## config.mk

```make
export PLATFORM = sky130hd
export DESIGN_NAME = rb_carry_limited_adder
export DESIGN_NICKNAME = d
export VERILOG_FILES = /design/src/rtl/rb_pkg.sv /design/src/rtl/rb_digit_stage.sv /design/src/rtl/rb_digit_merge.sv /design/src/rtl/rb_carry_limited_adder.sv
export SDC_FILE = /design/constraint.sdc
export NUM_CORES = 1
export LEC_CHECK = 0
export BUFFER_PORTS_ARGS = -buffer_cell sky130_fd_sc_hd__clkbuf_2
export CAP_MARGIN = 20
export CORE_UTILIZATION = 40
export DETAILED_ROUTE_END_ITERATION = 12
export PLACE_DENSITY_LB_ADDON = 0.15
export SLEW_MARGIN = 5
export SYNTH_ARGS = -nofsm -noshare
export SYNTH_HDL_FRONTEND = slang
export SYNTH_SLANG_ARGS = --single-unit
```

## constraint.sdc

```tcl
create_clock -name vclk -period 6.64
set_clock_uncertainty 0.2 [all_clocks]
set_input_delay 0.332 -clock vclk [all_inputs]
set_output_delay 0.332 -clock vclk [all_outputs]
set_load 0.005 [all_outputs]
```

## src/rtl/rb_pkg.sv

```systemverilog
package rb_pkg;
  // Signed digit value carried between pieces of logic: -2..+2 fits in 3 bits
  typedef logic signed [2:0] sdig_t;

  // Decode a legal (pos,neg) pair into a signed digit
  function automatic sdig_t pair_to_int(input logic p, input logic n);
    sdig_t v;
    v = 3'sd0;
    if (p && !n) v = 3'sd1;
    else if (n && !p) v = -3'sd1;
    return v;
  endfunction

  // Encode a digit known to be -1, 0 or +1 back into a pair
  function automatic logic [1:0] int_to_pair(input sdig_t v);
    logic [1:0] pn;
    pn = 2'b00;
    if (v == 3'sd1) pn = 2'b10;
    else if (v == -3'sd1) pn = 2'b01;
    return pn;
  endfunction
endpackage

```

## src/rtl/rb_digit_stage.sv

```systemverilog
module rb_digit_stage
  import rb_pkg::*;
(
  input  logic  xp,
  input  logic  xn,
  input  logic  yp,
  input  logic  yn,
  input  logic  neg_below,
  output sdig_t interim,
  output sdig_t carry
);
  sdig_t dsum;

  always_comb begin
    dsum    = pair_to_int(xp, xn) + pair_to_int(yp, yn);
    interim = 3'sd0;
    carry   = 3'sd0;
    case (dsum)
      3'sd2:  carry = 3'sd1;
      -3'sd2: carry = -3'sd1;
      3'sd1: begin
        if (neg_below) begin
          interim = 3'sd1;
        end else begin
          interim = -3'sd1;
          carry   = 3'sd1;
        end
      end
      -3'sd1: begin
        if (neg_below) begin
          interim = 3'sd1;
          carry   = -3'sd1;
        end else begin
          interim = -3'sd1;
        end
      end
      default: begin
        interim = 3'sd0;
        carry   = 3'sd0;
      end
    endcase
  end
endmodule

```

## src/rtl/rb_digit_merge.sv

```systemverilog
module rb_digit_merge
  import rb_pkg::*;
(
  input  sdig_t interim,
  input  sdig_t carry_below,
  output logic  sp,
  output logic  sn
);
  sdig_t total;

  always_comb begin
    total    = interim + carry_below;
    {sp, sn} = int_to_pair(total);
  end
endmodule

```

## src/rtl/rb_carry_limited_adder.sv

```systemverilog
module rb_carry_limited_adder
  import rb_pkg::*;
#(
  parameter int M = 16
) (
  input  logic [M-1:0] x_pos,
  input  logic [M-1:0] x_neg,
  input  logic [M-1:0] y_pos,
  input  logic [M-1:0] y_neg,
  output logic [M-1:0] s_pos,
  output logic [M-1:0] s_neg
);
  localparam int NFLAG = M + 1;

  // flag[i] describes position i-1; flag[0] is the virtual position below digit 0
  logic [NFLAG-1:0] flag;
  sdig_t            interim [M];
  sdig_t            carry   [NFLAG];

  assign flag[0]  = 1'b0;
  assign carry[0] = 3'sd0;

  for (genvar i = 0; i < M; i++) begin : g_digit
    assign flag[i+1] = x_neg[i] | y_neg[i];

    rb_digit_stage u_stage (
      .xp        (x_pos[i]),
      .xn        (x_neg[i]),
      .yp        (y_pos[i]),
      .yn        (y_neg[i]),
      .neg_below (flag[i]),
      .interim   (interim[i]),
      .carry     (carry[i+1])
    );

    rb_digit_merge u_merge (
      .interim     (interim[i]),
      .carry_below (carry[i]),
      .sp          (s_pos[i]),
      .sn          (s_neg[i])
    );
  end
  // carry[M] leaves the top digit and is dropped
endmodule

```

==> out/metrics.yaml, run 1 <==
floorplan:
  die_h_um: 90.84
  die-area_sq_um: 8251
  start_util: 0.4106
  core_area_sq_um: 7687
  core.rowCount: 32
  ios: 96
  fp.dieW_um: 90.84
routing:
  ant_nets: 0
  post-route-drc-count: 0
  firstDrtPassIters: 4
  wl_per_cell_um: 8.817
  drt-total-wl_um: 5114
  vias: 2592
  first_iter_violations: 37
  avgViaCountPerCell: 4.469
placement:
  dp_slack_ns: 3.203
  portBuffers: 95
  gp_congestion: 0.7115
  dp_hpwl_um: 4951
worst_setup_path:
  critical_path.max_stage_delay_ns: 0.54
  slowest_stage: "fa_1"
  setup.worst_path.end_class: "output pin"
  crit_path_max_fanout: 4
  startpoint_type: "input port"
  crit_family: "adder cells"
  path_common_cell: "ha_1"
  worstPathCellList: "clkbuf_2, inv_1, ha_1, inv_1, ha_1, fa_1, nor2_1, mux2_2, ha_1, fa_1, nor3b_1, clkbuf_2"
  cp.required_ns: 6.11
  critical_path_class: "input port to output pin"
  critical_path_buf_inv_count: 4
  cp.arrival_ns: 2.88
global_routing:
  grt_pass1_vias: 2475
  grt_pass1_wl_um: 9446
  grt-ovfl-total: 0
  antenna_found_initial: 0
  grt_max_degree: 6
  track_usage: 0.1295
pwr:
  vdd_drop_max_mv: 0.05168
  p_leak_nw: 2.015
  clkPwrFrac: 0
  p_int_mw: 0.2290
  combPwrFrac: 1.000
  p_sw_mw: 0.2439
  seq_power_share: 0
  power_mw: 0.4730
  power_density_nw_per_um2: 134.4
  p_sw_frac: 0.5158
clock_network:
  post-cts-setup-buffers: 0
  cts-hold-fix-buffers: 0
  cts.repair.resized: 0
finish:
  flops_and_latches: 0
  final_common_cell: "inv_1"
  clkbuf_count: 0
  nFillCells: 833
  seq_area_sq_um: 0
  nets: 640
  mostFrequentLayoutCells: "96 x inv_1, 95 x clkbuf_2, 63 x ha_1, 43 x nor2_1, 42 x nand2_1"
  diodes: 0
  area_growth_pct: 11.49
  layout-drive-gt1-share: 0.2218
sta:
  finalMaxSlewViolations: 0
  timing.hold.ws_ns: 0.9938
  post-route-period-util: 0.5132
  finalSetupTns_ns: 0
  finalSetupViolations: 0
  max_clock_freq_mhz: 293.4
  hold_viol_final: 0
  rsz0062_at_grt: "false"
  min_period_ns: 3.408
  layout_setup_ws_ns: 3.232
job:
  maxCapViolations: 0
synthesis:
  syn-num-nets: 575
  synth_area_sq_um: 3157
  synthCells: 415
  ys_warn_count: 0
  synth_seq_area_share: 0
  avgSynthCellArea_sq_um: 7.607
  ys_types: 31
min_path:
  hp-class: "input port to output pin"
run_status:
  status: "finished, final reports clean"
==> final timing paths <==
check | start | endpoint | slack, ns | cells after the start
max | y_pos[0] | s_pos[1] | 3.23 | 12
min | x_neg[14] | s_neg[15] | 0.99 | 6
==> power groups by stage <==
| stage | Sequential [mW] | Clock, mW | Combinational [mW] |
|---|---|---|---|
| floorplan | 0 | 0 | 0.416 |
| global placement | 0 | 0 | 0.466 |
| detailed placement | 0 | 0 | 0.479 |
| CTS | 0 | 0 | 0.482 |
| global route | 0 | 0 | 0.555 |
| finish | 0 | 0 | 0.473 |
==> synthesized netlist by cell type, drive strengths merged (2+ instances only) <==
cell      n  area [sq um]
and2     13         81.33
and3      3         18.77
inv      96         360.4
xor2     12         105.1
nand3     9         45.04
nand4b    2         17.52
o21ai    12         60.06
nand2    44         170.2
nor2b     5         61.31
o21a      3         37.54
a32o      2         20.02
o2bb2ai   9         78.83
buf      32         240.2
ha       63         788.3
a21oi     3         15.01
nand2b   11         68.82
nand3b    9         67.56
o221ai    2         17.52
fa       33         660.6
nor2     45         183.9
==> per-stage QoR <==
step                      utilization  cell area [sq um]  std cells
final                          0.4578               3520        580
after detailed placement       0.4578               3520        580
after CTS                      0.4578               3520        580
after floorplan                     -               3157        415
after global placement         0.4578               3520        580
after global routing           0.4578               3520        580
==> cells by family (layout without fill, tap and decap cells) <==
group | Yosys count | count (layout) | synth area share
multiplexers | 1 | 1 | 0.003567
XOR/XNOR | 13 | 13 | 0.03607
AND/OR/NAND/NOR | 143 | 143 | 0.2315
other | 1 | 1 | 0.001188
buffers and inverters | 128 | 191 | 0.1903
AO/OA/AOI/OAI | 33 | 33 | 0.07848
adder cells (fa/ha/maj) | 96 | 96 | 0.4590
==> area by class of cell <==
cell class                 instances  area (sq um)  share of cell area
inverter                          96         360.3              0.1024
multi-input combinational        287          2556              0.7263
tap                              102         127.6             0.03626
timing repair buffer              95         475.5              0.1351
==> routing by layer <==
layer,track usage,part of all wire
met1,0.1751,0.49
met2,0.2424,0.47
met3,0.004209,0.034
met4,0,0
met5,0,0
Power figures use the tool's default switching activity.
==> inputs of run 2 (changes only) <==
Clock period 6.64 ns to 3.3 ns, I/O delays scaled along.
==> run 2 against run 1 <==
Via count grew 0.77%. Combinational power grew 100%. Core utilization is the same. Die area is the same. Sequential share of layout area is the same. Cell area is the same. Worst hold slack lost 0.33 ns. First-iteration DRC count shrank 8.1%. Routed wire length grew 1.4%. Critical path depth is the same. Critical endpoint unchanged. Largest cell class unchanged. Highest routed layer unchanged.
==> out/metrics.yaml, run 2 (synthesis results as in run 1) <==
pwr:
  p_sw_frac: 0.5166  # was 0.5158
  p_leak_nw: 2.015  # unchanged
  seq_power_share: 0  # about the same
  power_density_nw_per_um2: 271.5  # was 134.4 nW/um^2
  p_sw_mw: 0.4937  # was 0.2439 mW
  combPwrFrac: 1.000  # about the same
  clkPwrFrac: 0  # about the same
  p_int_mw: 0.4618  # was 0.2290 mW
  vdd_drop_max_mv: 0.1102  # was 0.05168 mV
global_routing:
  grt_pass1_wl_um: 9363  # was 9446 um
  grt_pass1_vias: 2416  # was 2,475
  track_usage: 0.1280  # was 0.1295
  antenna_found_initial: 0  # unchanged
  grt-ovfl-total: 0  # unchanged
  grt_max_degree: 6  # unchanged
worst_setup_path:
  startpoint_type: "input port"  # unchanged
  setup.worst_path.end_class: "output pin"  # unchanged
  crit_path_max_fanout: 4  # unchanged
  cp.required_ns: 2.93  # was 6.11 ns
  cp.arrival_ns: 2.75  # was 2.88 ns
  critical_path_class: "input port to output pin"  # unchanged
min_path:
  min_path_cells: 6  # unchanged
  min_from: "x_neg[14]"  # unchanged
  hp-class: "input port to output pin"  # unchanged
  min_to: "s_neg[15]"  # unchanged
finish:
  fin_util: 0.4578  # unchanged
  flops_and_latches: 0  # unchanged
  final_common_cell: "inv_1"  # unchanged
  mostFrequentLayoutCells: "96 x inv_1, 95 x clkbuf_2, 63 x ha_1, 43 x nor2_1, 42 x nand2_1"  # unchanged
  area_growth_pct: 11.49  # unchanged
  nets: 640  # unchanged
  diodes: 0  # unchanged
  instances_no_fill: 580  # unchanged
  layout-drive-gt1-share: 0.2218  # unchanged
  clkbuf_count: 0  # unchanged
  seq_area_sq_um: 0  # unchanged
run_status:
  status: "finished, final reports clean"  # unchanged
floorplan:
  fp.dieW_um: 90.84  # unchanged
  core.rowCount: 32  # unchanged
  ios: 96  # unchanged
  start_util: 0.4106  # unchanged
  core_area_sq_um: 7687  # unchanged
  die-area_sq_um: 8251  # unchanged
  die_h_um: 90.84  # unchanged
routing:
  wl_per_cell_um: 8.938  # was 8.817 um
  firstDrtPassIters: 4  # unchanged
  post-route-drc-count: 0  # unchanged
  vias: 2612  # was 2,592
  first_iter_violations: 34  # was 37
  drt-total-wl_um: 5184  # was 5114 um
  ant_nets: 0  # unchanged
  avgViaCountPerCell: 4.503  # was 4.469
sta:
  finalMaxSlewViolations: 0  # unchanged
  rsz0062_at_grt: "false"  # unchanged
  min_period_ns: 3.111
  finalSetupTns_ns: 0  # unchanged
  hold_viol_final: 0  # unchanged
  post-route-period-util: 0.9426
  max_clock_freq_mhz: 321.5
  finalSetupViolations: 0  # unchanged
  timing.hold.ws_ns: 0.6681  # was 0.9938 ns
clock_network:
  post-cts-setup-buffers: 0  # unchanged
  cts.repair.resized: 0  # unchanged
  cts-hold-fix-buffers: 0  # unchanged
placement:
  gp_congestion: 0.7117  # was 0.7115
  portBuffers: 95  # unchanged
  dp_cells: 580  # unchanged
  dp_hpwl_um: 4926  # was 4951 um
job:
  maxCapViolations: 0  # unchanged
-- run 2: cell type report --
type | instances | area (sq um)
well taps | 102 | 127.6
repair buffers | 95 | 475.5
multi-input cells | 287 | 2556
inverters | 96 | 360.3
fillers | 805 | 4168
-- run 2: power groups by stage --
| stage | Clock (mW) | Combinational [mW] | Sequential (mW) |
|---|---|---|---|
| 3_5_place_dp | 0 | 0.965 | 0 |
| 3_3_place_gp | 0 | 0.938 | 0 |
| 4_1_cts | 0 | 0.971 | 0 |
| 2_1_floorplan | 0 | 0.836 | 0 |
| 6_report | 0 | 0.955 | 0 |
| 5_1_grt | 0 | 1.12 | 0 |
-- run 2: stage by stage --
stage | area (sq um) | total power, mW | setup slack, ns
after floorplan | 3157 | 0.8363 | 0.4873
after global placement | 3520 | 0.9380 | 0.1885
after detailed placement | 3520 | 0.9649 | 0.1905
after CTS | 3520 | 0.9715 | 0.1806
after global routing | 3520 | 1.117 | 0.04175
final | 3520 | 0.9555 | 0.1894
-- run 2: worst max-delay path, stage by stage --
cell	delay (ns)
clkbuf_2	0.08
inv_1	0.03
ha_1	0.26
inv_1	0.04
ha_1	0.21
fa_1	0.54
nor2_1	0.07
mux2_2	0.26
ha_1	0.20
fa_1	0.45
nor3b_1	0.26
clkbuf_2	0.16
-- run 2: layer usage --
metal	vias up	track usage	routed length, um
li1	1387	-	-
met1	1177	0.1792	2559
met2	48	0.2311	2435
met3	0	0.005892	189
met4	0	0	0
met5	-	0	0
-- run 2: worst max path at each step --
stage	start	endpoint	slack [ns]	cells past startpoint
CTS	y_pos[1]	s_pos[1]	0.18	12
detailed placement	y_pos[1]	s_pos[1]	0.19	12
global route	y_pos[0]	s_pos[1]	0.04	12
floorplan	y_pos[3]	s_neg[3]	0.49	12
global placement	y_pos[0]	s_pos[1]	0.19	12
finish	y_pos[0]	s_pos[1]	0.19	12
==> inputs of run 3 (changes only) <==
Settings changed: CORE_ASPECT_RATIO set to 0.6, SYNTH_HIERARCHICAL set to 1.
==> run 3 against run 2 <==
Power up 18%. Largest cell class unchanged. Highest routed layer unchanged. Setup slack worse by 0.012 ns. Worst hold slack better by 0.33 ns.
==> out/metrics.yaml, run 3 <==
run_status:
  status: "finished, final reports clean"  # unchanged
routing:
  drt-total-wl_um: 6578  # was 5184 um
  ant_nets: 0  # unchanged
  firstDrtPassIters: 4  # unchanged
  wl_per_cell_um: 9.774  # was 8.938 um
  vias: 2878  # was 2,612
  post-route-drc-count: 0  # unchanged
  first_iter_violations: 72  # was 34
  avgViaCountPerCell: 4.276  # was 4.503
clock_network:
  post-cts-setup-buffers: 0  # unchanged
  cts.repair.resized: 0  # unchanged
  cts-hold-fix-buffers: 0  # unchanged
placement:
  placed_cell_area_sq_um: 4310  # was 3520 sq um
  dp_hpwl_um: 6307  # was 4926 um
  dp_cells: 673  # was 580
  portBuffers: 96  # was 95
  gp_congestion: 0.8002  # was 0.7117
global_routing:
  grt_pass1_vias: 2843  # was 2,416
  grt_max_degree: 5  # was 6
  grt_pass1_wl_um: 11790  # was 9363 um
  grt_use_met3: 0.004090  # was 0.005892
  met2_usage: 0.2414  # was 0.2311
  busiest_layer: "met2"  # unchanged
  grt_use_met1: 0.2016  # was 0.1792
  track_usage: 0.1385  # was 0.1280
  grt-ovfl-total: 0  # unchanged
  antenna_found_initial: 0  # unchanged
floorplan:
  die-area_sq_um: 10120  # was 8251 sq um
  fp.dieW_um: 129.2  # was 90.84 um
  core.rowCount: 27  # was 32
  die_h_um: 78.34  # was 90.84 um
  ios: 96  # unchanged
  core_area_sq_um: 9290  # was 7687 sq um
  start_util: 0.4182  # was 0.4106
worst_setup_path:
  worstPathCellList: "clkbuf_2, inv_1, ha_1, inv_1, ha_1, fa_2, inv_1, a21oi_1, a31o_1, ha_1, inv_1, fa_1, xor3_1, nor3b_2, clkbuf_2"  # was clkbuf_2, inv_1, ha_1, inv_1, ha_1, fa_1, nor2_1, mux2_2, ha_1, fa_1, nor3b_1, clkbuf_2
  crit_path_max_fanout: 3  # was 4
  crit_family: "adder cells"  # unchanged
  slowest_stage: "fa_2"  # was fa_1
  critical_path_buf_inv_count: 6  # was 4
  cp.arrival_ns: 2.76  # was 2.75 ns
  critical_path.max_stage_delay_ns: 0.54  # about the same
  startpoint_type: "input port"  # unchanged
  setup.worst_path.end_class: "output pin"  # unchanged
  critical_path_class: "input port to output pin"  # unchanged
  path_common_cell: "inv_1"  # was ha_1
  cp.required_ns: 2.93  # about the same
finish:
  final_cell_area_sq_um: 4325  # was 3520 sq um
  diodes: 0  # unchanged
  final_common_cell: "inv_1"  # unchanged
  instances_no_fill: 673  # was 580
  seq_area_sq_um: 0  # unchanged
  nFillCells: 944  # was 805
  clkbuf_count: 0  # unchanged
  mostFrequentLayoutCells: "159 x inv_1, 96 x clkbuf_2, 64 x ha_1, 32 x and2_1, 30 x fa_1"  # was 96 x inv_1, 95 x clkbuf_2, 63 x ha_1, 43 x nor2_1, 42 x nand2_1
  flops_and_latches: 0  # unchanged
  nets: 705  # was 640
  area_growth_pct: 11.34  # was 11.49%
  layout-drive-gt1-share: 0.2136  # was 0.2218
synthesis:
  synth_area_sq_um: 3885  # was 3157 sq um
  avgSynthCellArea_sq_um: 8.196  # was 7.607 sq um
  synthCells: 474  # was 415
  ys_warn_count: 6  # was 0
sta:
  min_period_ns: 3.122  # was 3.111 ns
  finalMaxSlewViolations: 0  # unchanged
  finalSetupTns_ns: 0  # unchanged
  hold_viol_final: 0  # unchanged
  finalSetupViolations: 0  # unchanged
  max_clock_freq_mhz: 320.3  # was 321.5 MHz
  post-route-period-util: 0.9462  # was 0.9426
pwr:
  p_leak_nw: 2.338  # was 2.015 nW
  vdd_drop_max_mv: 0.1212  # was 0.1102 mV
  power_mw: 1.126  # was 0.9555 mW
  power_density_nw_per_um2: 260.4  # was 271.5 nW/um^2
min_path:
  hp-class: "input port to output pin"  # unchanged
job:
  maxCapViolations: 0  # unchanged
==> run 3: cell count changes in the layout (fill, tap and decap cells not counted), sizes merged, moves of 16 or more <==
cell	before	now
inv	96	159
nor2	45	0
nand2	44	0
and2	13	32
and2b	0	16
xor3	0	16
==> run 3: where the power goes <==
| group | internal, mW | switching [mW] | total, mW |
|---|---|---|---|
| clock | 0 | 0 | 0 |
| combinational | 0.595 | 0.532 | 1.13 |
| sequential | 0 | 0 | 0 |
| total | 0.595 | 0.532 | 1.13 |
==> run 3: routing by layer <==
layer | part of all wire | vias to the layer above
met5 | 0 | -
met4 | 0 | 0
met3 | 0.034 | 0
met2 | 0.44 | 51
met1 | 0.53 | 1286
li1 | - | 1541
==> run 3: layout make-up <==
class                           instances  area (sq um)  area share
Tap cell                              130         162.7     0.03760
Inverter                              159         596.8      0.1380
Timing Repair Buffer                   96         480.5      0.1111
Multi-Input combinational cell        288          3085      0.7133
==> run 3: through the flow <==
stage                       util  hold WS (ns)  setup WS [ns]
after floorplan                -        0.7427         0.5365
after global placement    0.4640        0.9930         0.1960
after detailed placement  0.4640        0.9961         0.1464
after CTS                 0.4640         1.006         0.1466
after global routing      0.4656         1.083       -0.01576
final                     0.4656        0.9977         0.1776
==> run 3: worst paths after layout <==
path  endpoint     start  cells after the start
min   s_pos[6]  x_neg[4]                      8
max   s_neg[7]  x_pos[6]                     15
